**src/rtl/fb_pkg.sv**
```systemverilog
package fb_pkg;
  typedef enum logic [2:0] {
    REG_MODE  = 3'd0,
    REG_LEN   = 3'd1,
    REG_START = 3'd2,
    REG_DATA  = 3'd3,
    REG_FRAME = 3'd4
  } reg_sel_e;

  localparam int MODE_W    = 2;
  localparam int PRIO_BIT  = 7;
  localparam int FRAME_BIT = 0;
endpackage

```
**src/rtl/fb_fill_seq.sv**
```systemverilog
module fb_fill_seq #(
  parameter int ADDR_W = 16,
  parameter int DATA_W = 16,
  parameter int LEN_W  = 8,
  parameter int LINE_W = 8
) (
  input  logic              clk_i,
  input  logic              rst_ni,
  input  logic              start_i,
  input  logic [ADDR_W-1:0] start_addr_i,
  input  logic [LEN_W-1:0]  len_i,
  input  logic [DATA_W-1:0] pattern_i,
  output logic              busy_o,
  output logic [ADDR_W-1:0] addr_o,
  output logic [DATA_W-1:0] data_o,
  output logic              done_o,
  output logic [ADDR_W-1:0] end_addr_o
);
  localparam int HI_W = ADDR_W - LINE_W;

  logic              busy_q;
  logic [ADDR_W-1:0] addr_q;
  logic [LEN_W-1:0]  left_q;
  logic [DATA_W-1:0] pat_q;
  logic [ADDR_W-1:0] addr_nx;

  // low part wraps inside the line, high part fixed
  assign addr_nx = {addr_q[ADDR_W-1:LINE_W], addr_q[LINE_W-1:0] + LINE_W'(1)};

  always_ff @(posedge clk_i or negedge rst_ni) begin
    if (!rst_ni) begin
      busy_q <= 1'b0;
      addr_q <= '0;
      left_q <= '0;
      pat_q  <= '0;
    end else if (!busy_q) begin
      if (start_i) begin
        busy_q <= 1'b1;
        addr_q <= start_addr_i;
        left_q <= len_i;
        pat_q  <= pattern_i;
      end
    end else begin
      addr_q <= addr_nx;
      if (left_q == '0) busy_q <= 1'b0;
      else              left_q <= left_q - LEN_W'(1);
    end
  end

  assign busy_o     = busy_q;
  assign addr_o     = addr_q;
  assign data_o     = pat_q;
  assign done_o     = busy_q && (left_q == '0);
  assign end_addr_o = addr_nx;

  p_line_step_r4: assert property (@(posedge clk_i) disable iff (!rst_ni)
    (busy_q && left_q != '0) |=>
      (addr_q[LINE_W-1:0] == $past(addr_q[LINE_W-1:0]) + LINE_W'(1)) &&
      (addr_q[ADDR_W-1:LINE_W] == $past(addr_q[ADDR_W-1:LINE_W])));

  p_launch_r2: assert property (@(posedge clk_i) disable iff (!rst_ni)
    (!busy_q && start_i) |=> busy_q);

  p_busy_ignore_r11: assert property (@(posedge clk_i) disable iff (!rst_ni)
    (busy_q && start_i) |=> $stable(pat_q));

  initial begin
    p_geom_r4: assert (HI_W > 0);
  end
endmodule

```
**src/rtl/fb_swap_ctl.sv**
```systemverilog
module fb_swap_ctl #(
  parameter int MODE_W = 2
) (
  input  logic              clk_i,
  input  logic              rst_ni,
  input  logic              wr_i,
  input  logic              fs_i,
  input  logic              vblank_i,
  input  logic [MODE_W-1:0] mode_i,
  output logic              fs_o,
  output logic              pending_o
);
  logic vb_q, fs_q, req_q, open;

  assign open = vblank_i || (mode_i == '0);

  always_ff @(posedge clk_i or negedge rst_ni) begin
    if (!rst_ni) begin
      vb_q  <= 1'b0;
      fs_q  <= 1'b0;
      req_q <= 1'b0;
    end else begin
      vb_q <= vblank_i;
      if (wr_i) begin
        req_q <= fs_i;
        if (open) fs_q <= fs_i;
      end else if (vblank_i && !vb_q) begin
        fs_q <= req_q;
      end
    end
  end

  assign fs_o      = fs_q;
  assign pending_o = fs_q ^ req_q;

  p_open_r7: assert property (@(posedge clk_i) disable iff (!rst_ni)
    (wr_i && open) |=> fs_q == $past(fs_i));

  p_hold_r8: assert property (@(posedge clk_i) disable iff (!rst_ni)
    (!vblank_i && !(wr_i && mode_i == '0)) |=> $stable(fs_q));

  p_commit_r9: assert property (@(posedge clk_i) disable iff (!rst_ni)
    (vblank_i && !vb_q && !wr_i) |=> (fs_q == $past(req_q)) && !pending_o);
endmodule

```
**src/rtl/fb_fill_swap.sv**
```systemverilog
module fb_fill_swap
  import fb_pkg::*;
#(
  parameter int ADDR_W = 16,
  parameter int DATA_W = 16,
  parameter int LEN_W  = 8,
  parameter int LINE_W = 8
) (
  input  logic              clk_i,
  input  logic              rst_ni,
  input  logic              wr_en_i,
  input  logic [2:0]        reg_sel_i,
  input  logic [DATA_W-1:0] wr_data_i,
  input  logic              vblank_i,
  output logic              busy_o,
  output logic              mem_we_o,
  output logic              mem_bank_o,
  output logic [ADDR_W-1:0] mem_addr_o,
  output logic [DATA_W-1:0] mem_data_o,
  output logic [ADDR_W-1:0] fill_start_o,
  output logic [LEN_W-1:0]  fill_len_o,
  output logic              fs_o,
  output logic              fs_pending_o,
  output logic [MODE_W-1:0] disp_mode_o,
  output logic              prio_o,
  output logic              pal_dirty_o
);
  logic              wr_mode, wr_len, wr_start, wr_data, wr_frame;
  logic [MODE_W-1:0] mode_q;
  logic              prio_q, dirty_q;
  logic [LEN_W-1:0]  len_q;
  logic [ADDR_W-1:0] start_q;
  logic              seq_busy, seq_done, fs;
  logic [ADDR_W-1:0] seq_addr, seq_end;
  logic [DATA_W-1:0] seq_data;

  assign wr_mode  = wr_en_i && (reg_sel_i == REG_MODE);
  assign wr_len   = wr_en_i && (reg_sel_i == REG_LEN);
  assign wr_start = wr_en_i && (reg_sel_i == REG_START);
  assign wr_data  = wr_en_i && (reg_sel_i == REG_DATA);
  assign wr_frame = wr_en_i && (reg_sel_i == REG_FRAME);

  always_ff @(posedge clk_i or negedge rst_ni) begin
    if (!rst_ni) begin
      mode_q  <= '0;
      prio_q  <= 1'b0;
      dirty_q <= 1'b0;
      len_q   <= '0;
      start_q <= '0;
    end else begin
      dirty_q <= wr_mode && (wr_data_i[PRIO_BIT] != prio_q);
      if (wr_mode) begin
        mode_q <= wr_data_i[MODE_W-1:0];
        prio_q <= wr_data_i[PRIO_BIT];
      end
      if (wr_len) len_q <= wr_data_i[LEN_W-1:0];
      // write-back of the end address wins over a software write
      if (seq_done)      start_q <= seq_end;
      else if (wr_start) start_q <= wr_data_i[ADDR_W-1:0];
    end
  end

  fb_fill_seq #(
    .ADDR_W(ADDR_W), .DATA_W(DATA_W), .LEN_W(LEN_W), .LINE_W(LINE_W)
  ) i_fill_seq (
    .clk_i        (clk_i),
    .rst_ni       (rst_ni),
    .start_i      (wr_data),
    .start_addr_i (start_q),
    .len_i        (len_q),
    .pattern_i    (wr_data_i),
    .busy_o       (seq_busy),
    .addr_o       (seq_addr),
    .data_o       (seq_data),
    .done_o       (seq_done),
    .end_addr_o   (seq_end)
  );

  fb_swap_ctl #(.MODE_W(MODE_W)) i_swap_ctl (
    .clk_i     (clk_i),
    .rst_ni    (rst_ni),
    .wr_i      (wr_frame),
    .fs_i      (wr_data_i[FRAME_BIT]),
    .vblank_i  (vblank_i),
    .mode_i    (mode_q),
    .fs_o      (fs),
    .pending_o (fs_pending_o)
  );

  assign busy_o       = seq_busy;
  assign mem_we_o     = seq_busy;
  assign mem_bank_o   = ~fs;
  assign mem_addr_o   = seq_addr;
  assign mem_data_o   = seq_data;
  assign fill_start_o = start_q;
  assign fill_len_o   = len_q;
  assign fs_o         = fs;
  assign disp_mode_o  = mode_q;
  assign prio_o       = prio_q;
  assign pal_dirty_o  = dirty_q;

  p_dirty_src_r10: assert property (@(posedge clk_i) disable iff (!rst_ni)
    pal_dirty_o |-> $past(wr_en_i) && ($past(reg_sel_i) == REG_MODE));

  p_dirty_pulse_r10: assert property (@(posedge clk_i) disable iff (!rst_ni)
    (pal_dirty_o && !wr_mode) |=> !pal_dirty_o);

  p_writeback_r5: assert property (@(posedge clk_i) disable iff (!rst_ni)
    seq_done |=> (fill_start_o == $past(seq_end)) && !busy_o);
endmodule

```
**config.mk**
```make
export PLATFORM = sky130hd
export DESIGN_NAME = fb_fill_swap
export DESIGN_NICKNAME = d
export VERILOG_FILES = /design/src/rtl/fb_pkg.sv /design/src/rtl/fb_fill_seq.sv /design/src/rtl/fb_swap_ctl.sv /design/src/rtl/fb_fill_swap.sv
export SDC_FILE = /design/constraint.sdc
export NUM_CORES = 1
export LEC_CHECK = 0
export CAP_MARGIN = 0
export CORE_MARGIN = 2
export CORE_UTILIZATION = 45
export DETAILED_ROUTE_END_ITERATION = 8
export DONT_BUFFER_PORTS = 1
export GPL_TIMING_DRIVEN = 1
export REMOVE_ABC_BUFFERS = 1
export SLEW_MARGIN = 20
export SYNTH_ARGS = -nofsm -noshare
export SYNTH_HDL_FRONTEND = slang
export SYNTH_SLANG_ARGS = --single-unit
```
**constraint.sdc**
```tcl
create_clock -name clk_i -period 2.2 [get_ports clk_i]
set_input_delay 0.22 -clock clk_i [delete_from_list [all_inputs] [get_ports clk_i]]
set_output_delay 0.22 -clock clk_i [all_outputs]
set_load 0.01 [all_outputs]
```
==> results.json <==
{
  "worstSkewPairLatency_ns": 0.35,
  "core_area_sq_um": 7180,
  "synthArstFlopShare_pct": 100,
  "synth_area_per_cell_sq_um": 12.2,
  "seq_area_frac_synth_pct": 54.5,
  "worstHoldStart": "wr_data_i[1]",
  "final_area_sq_um": 3680,
  "io_buffers": 0,
  "hold_viol": 0,
  "clock-root-buffer": "clkbuf_8",
  "antenna_found_initial": 0,
  "start_util_pct": 46.1,
  "via_count": 2121,
  "yosysUniqueCellTypes": 37,
  "ant_nets": 0,
  "synth_seq_cells": 72,
  "die_h_um": 89.7,
  "gp_congestion": 0.770,
  "drt-total-wl_um": 7090,
  "relSlewSlack_pct": 69.2,
  "grt_start_max_net_pins": 73,
  "synth_edf_count": 0,
  "ff2ff_setup_slack_ns": 0.30,
  "drc_errors": 0,
  "yosysWarnings": 0,
  "start_kind": "flip-flop",
  "grt_pass1_vias": 2243,
  "syn2layout_area_growth_pct": 11.1,
  "io_pins": 88,
  "hold_path_class": "in -> reg",
  "die_x_um": 89.7,
  "rsz0062_at_grt": "no",
  "max-vdd-ir-drop_mv": 0.601,
  "cts.sinks": 72,
  "worstHoldEndpoint": "fill_len_o[1]",
  "rows": 31,
  "cts_max_path_buffers": 2,
  "netlist_area_sq_um": 3310,
  "layout.nets": 307,
  "netlist_instances": 272,
  "diodes": 0,
  "drive_above_1_share_pct": 26.6,
  "cts_buffers": 9,
  "finalSetupViolations": 0,
  "drtIter0Drc": 78,
  "cts_setup_buffers": 0,
  "dp_hpwl_um": 4690,
  "clkSlewWorstSetupHoldPaths_ns": 0.08,
  "gr-total-overflow": 0,
  "drv_slew": 0,
  "p_leak_nw": 1.53,
  "power.density_nw_per_um2": 1210,
  "cts_tree": "built",
  "crit_arrival_ns": 2.17,
  "post-route-period-util_pct": 86.5,
  "rr_startpoint": "i_fill_seq.left_q[2]",
  "required_ns": 2.47,
  "dr.pass1.iters": 4,
  "synthFlopType": "dfrtp_1",
  "endpoint_kind": "flip-flop",
  "grt_pass1_wl_um": 11700,
  "h-tree-depth": 3,
  "die_area_sq_um": 8050,
  "maxClockFrequency_mhz": 525,
  "grt.total_usage_pct": 18.3,
  "cp_max_fo": 19,
  "place_area_sq_um": 3440,
  "vias_per_cell": 5.51,
  "nFillCells": 659,
  "r2r-end": "i_fill_seq.left_q[0]",
  "reg2reg_depth": 5,
  "clock_skew_ns": 0.00826,
  "fin_crit_ns": 1.90,
  "worst_slew_pin_slew_ns": 0.458,
  "hold_depth": 1,
  "wl_per_cell_um": 18.4,
  "whs_ns": 0.0178,
  "status": "completed",
  "critPathKind": "reg -> reg",
  "maxCapViolations": 0
}
[area by class of cell]
class | instances | area, sq um | share of cell area (%)
repair buffers | 12 | 133 | 3.61
inverters | 3 | 11.3 | 0.306
well taps | 99 | 124 | 3.37
clock inverters | 6 | 35.0 | 0.953
flip-flops and latches | 72 | 1800 | 49.0
clock buffers | 10 | 138 | 3.74
multi-input cells | 183 | 1430 | 39.0
[layout by cell type, fill, tap and decap left out, types with 2 or more instances in the layout]
cell and n:
o21ai_0 16, clkinvlp_4 2, xnor2_1 5, o21ai_2 3, nor4_1 3, dfrtp_1 72, xor2_1 5, nor3_1 3
nor2b_1 6, mux2i_1 18, nand3_1 4, buf_4 6, clkbuf_8 10, nor2_1 14, nand2_1 22, a21oi_1 12
ha_1 3, inv_1 3, a211o_1 3, a211oi_1 6, and3_1 3, nor4b_1 2, clkinv_2 4, mux2_2 43
dlygate4sd3_1 4
[flip-flops by register name, summed over array words and instances (netlist names), 2 cells and up]
signal	count
i_fill_seq.left_q	8
fill_len_o	8
i_fill_seq.data_o	16
fill_start_o	16
disp_mode_o	2
i_fill_seq.addr_o	16
[metrics by stage]
step / power [mW] / TNS (ns) / utilization, % / instances / worst slack [ns]
after floorplan: 3.19 / -29.98 / - / 258 / -0.927
after global placement: 3.46 / 0 / 47.9 / 364 / 0.352
after detailed placement: 3.50 / 0 / 47.9 / 364 / 0.300
after CTS: 4.49 / 0 / 51.2 / 385 / 0.276
after global routing: 4.73 / 0 / 51.2 / 385 / 0.183
final: 4.43 / 0 / 51.2 / 385 / 0.296
[power breakdown]
part / switching, mW / internal [mW]
logic: 0.464 / 0.552
clock network: 0.499 / 0.431
registers: 0.688 / 1.80
total: 1.65 / 2.78
[worst max path at each step]
| stage | start | endpoint | cells past startpoint |
|---|---|---|---|
| final | i_fill_seq.left_q[2] | i_fill_seq.left_q[0] | 5 |
| after global placement | i_fill_seq.left_q[2] | i_fill_seq.left_q[0] | 5 |
| after global routing | i_fill_seq.left_q[2] | i_fill_seq.left_q[0] | 5 |
| after CTS | i_fill_seq.left_q[2] | i_fill_seq.left_q[0] | 5 |
| after detailed placement | i_fill_seq.left_q[2] | i_fill_seq.left_q[0] | 5 |
| after floorplan | reg_sel_i[2] | fill_start_o[5] | 4 |
[cell families after synthesis]
kind of cell | Yosys count | synth area share (%)
flops | 72 | 54.5
simple gates | 67 | 10.9
mux | 61 | 20.1
buf+inv | 17 | 2.87
fa+ha+maj | 3 | 1.13
compound gates | 42 | 7.87
xor+xnor | 10 | 2.65
[worst max-delay path, stage by stage, from the launching register on]
cell and delay, ns:
dfrtp_1 0.42, or4_4 0.59, nor4_4 0.27, buf_4 0.28, nor2_1 0.10, o221ai_2 0.16
[cell usage after synthesis (2+ instances only)]
cell	n	area, sq um
a211o_1	3	26.3
a211oi_1	6	45.0
a21oi_1	12	60.1
and3_1	3	18.8
buf_2	6	30.0
buf_4	2	15.0
buf_6	2	22.5
clkbuf_1	2	7.51
dfrtp_1	72	1800
ha_1	3	37.5
inv_1	3	11.3
mux2_2	43	484
mux2i_1	18	180
nand2_1	22	82.6
nand3_1	4	20.0
nor2_1	15	56.3
nor2b_1	6	37.5
nor3_1	3	15.0
nor4_1	3	18.8
nor4b_1	2	17.5
o21ai_0	16	80.1
o21ai_2	3	26.3
xnor2_1	5	43.8
xor2_1	5	43.8
[metal layers]
| metal | wire [um] | global-route usage, % |
|---|---|---|
| met5 | 0 | 0 |
| met4 | 116 | 8.08 |
| met3 | 494 | 5.45 |
| met2 | 3390 | 29.3 |
| met1 | 3090 | 23.3 |
[repair_timing]
| item | CTS | global route |
|---|---|---|
| hold buffers | 5 | 0 |
| endpoints found under the hold margin | 74 | 0 |
| gates resized for setup | 0 | 0 |
No activity file was read; power rests on OpenSTA's default activity.
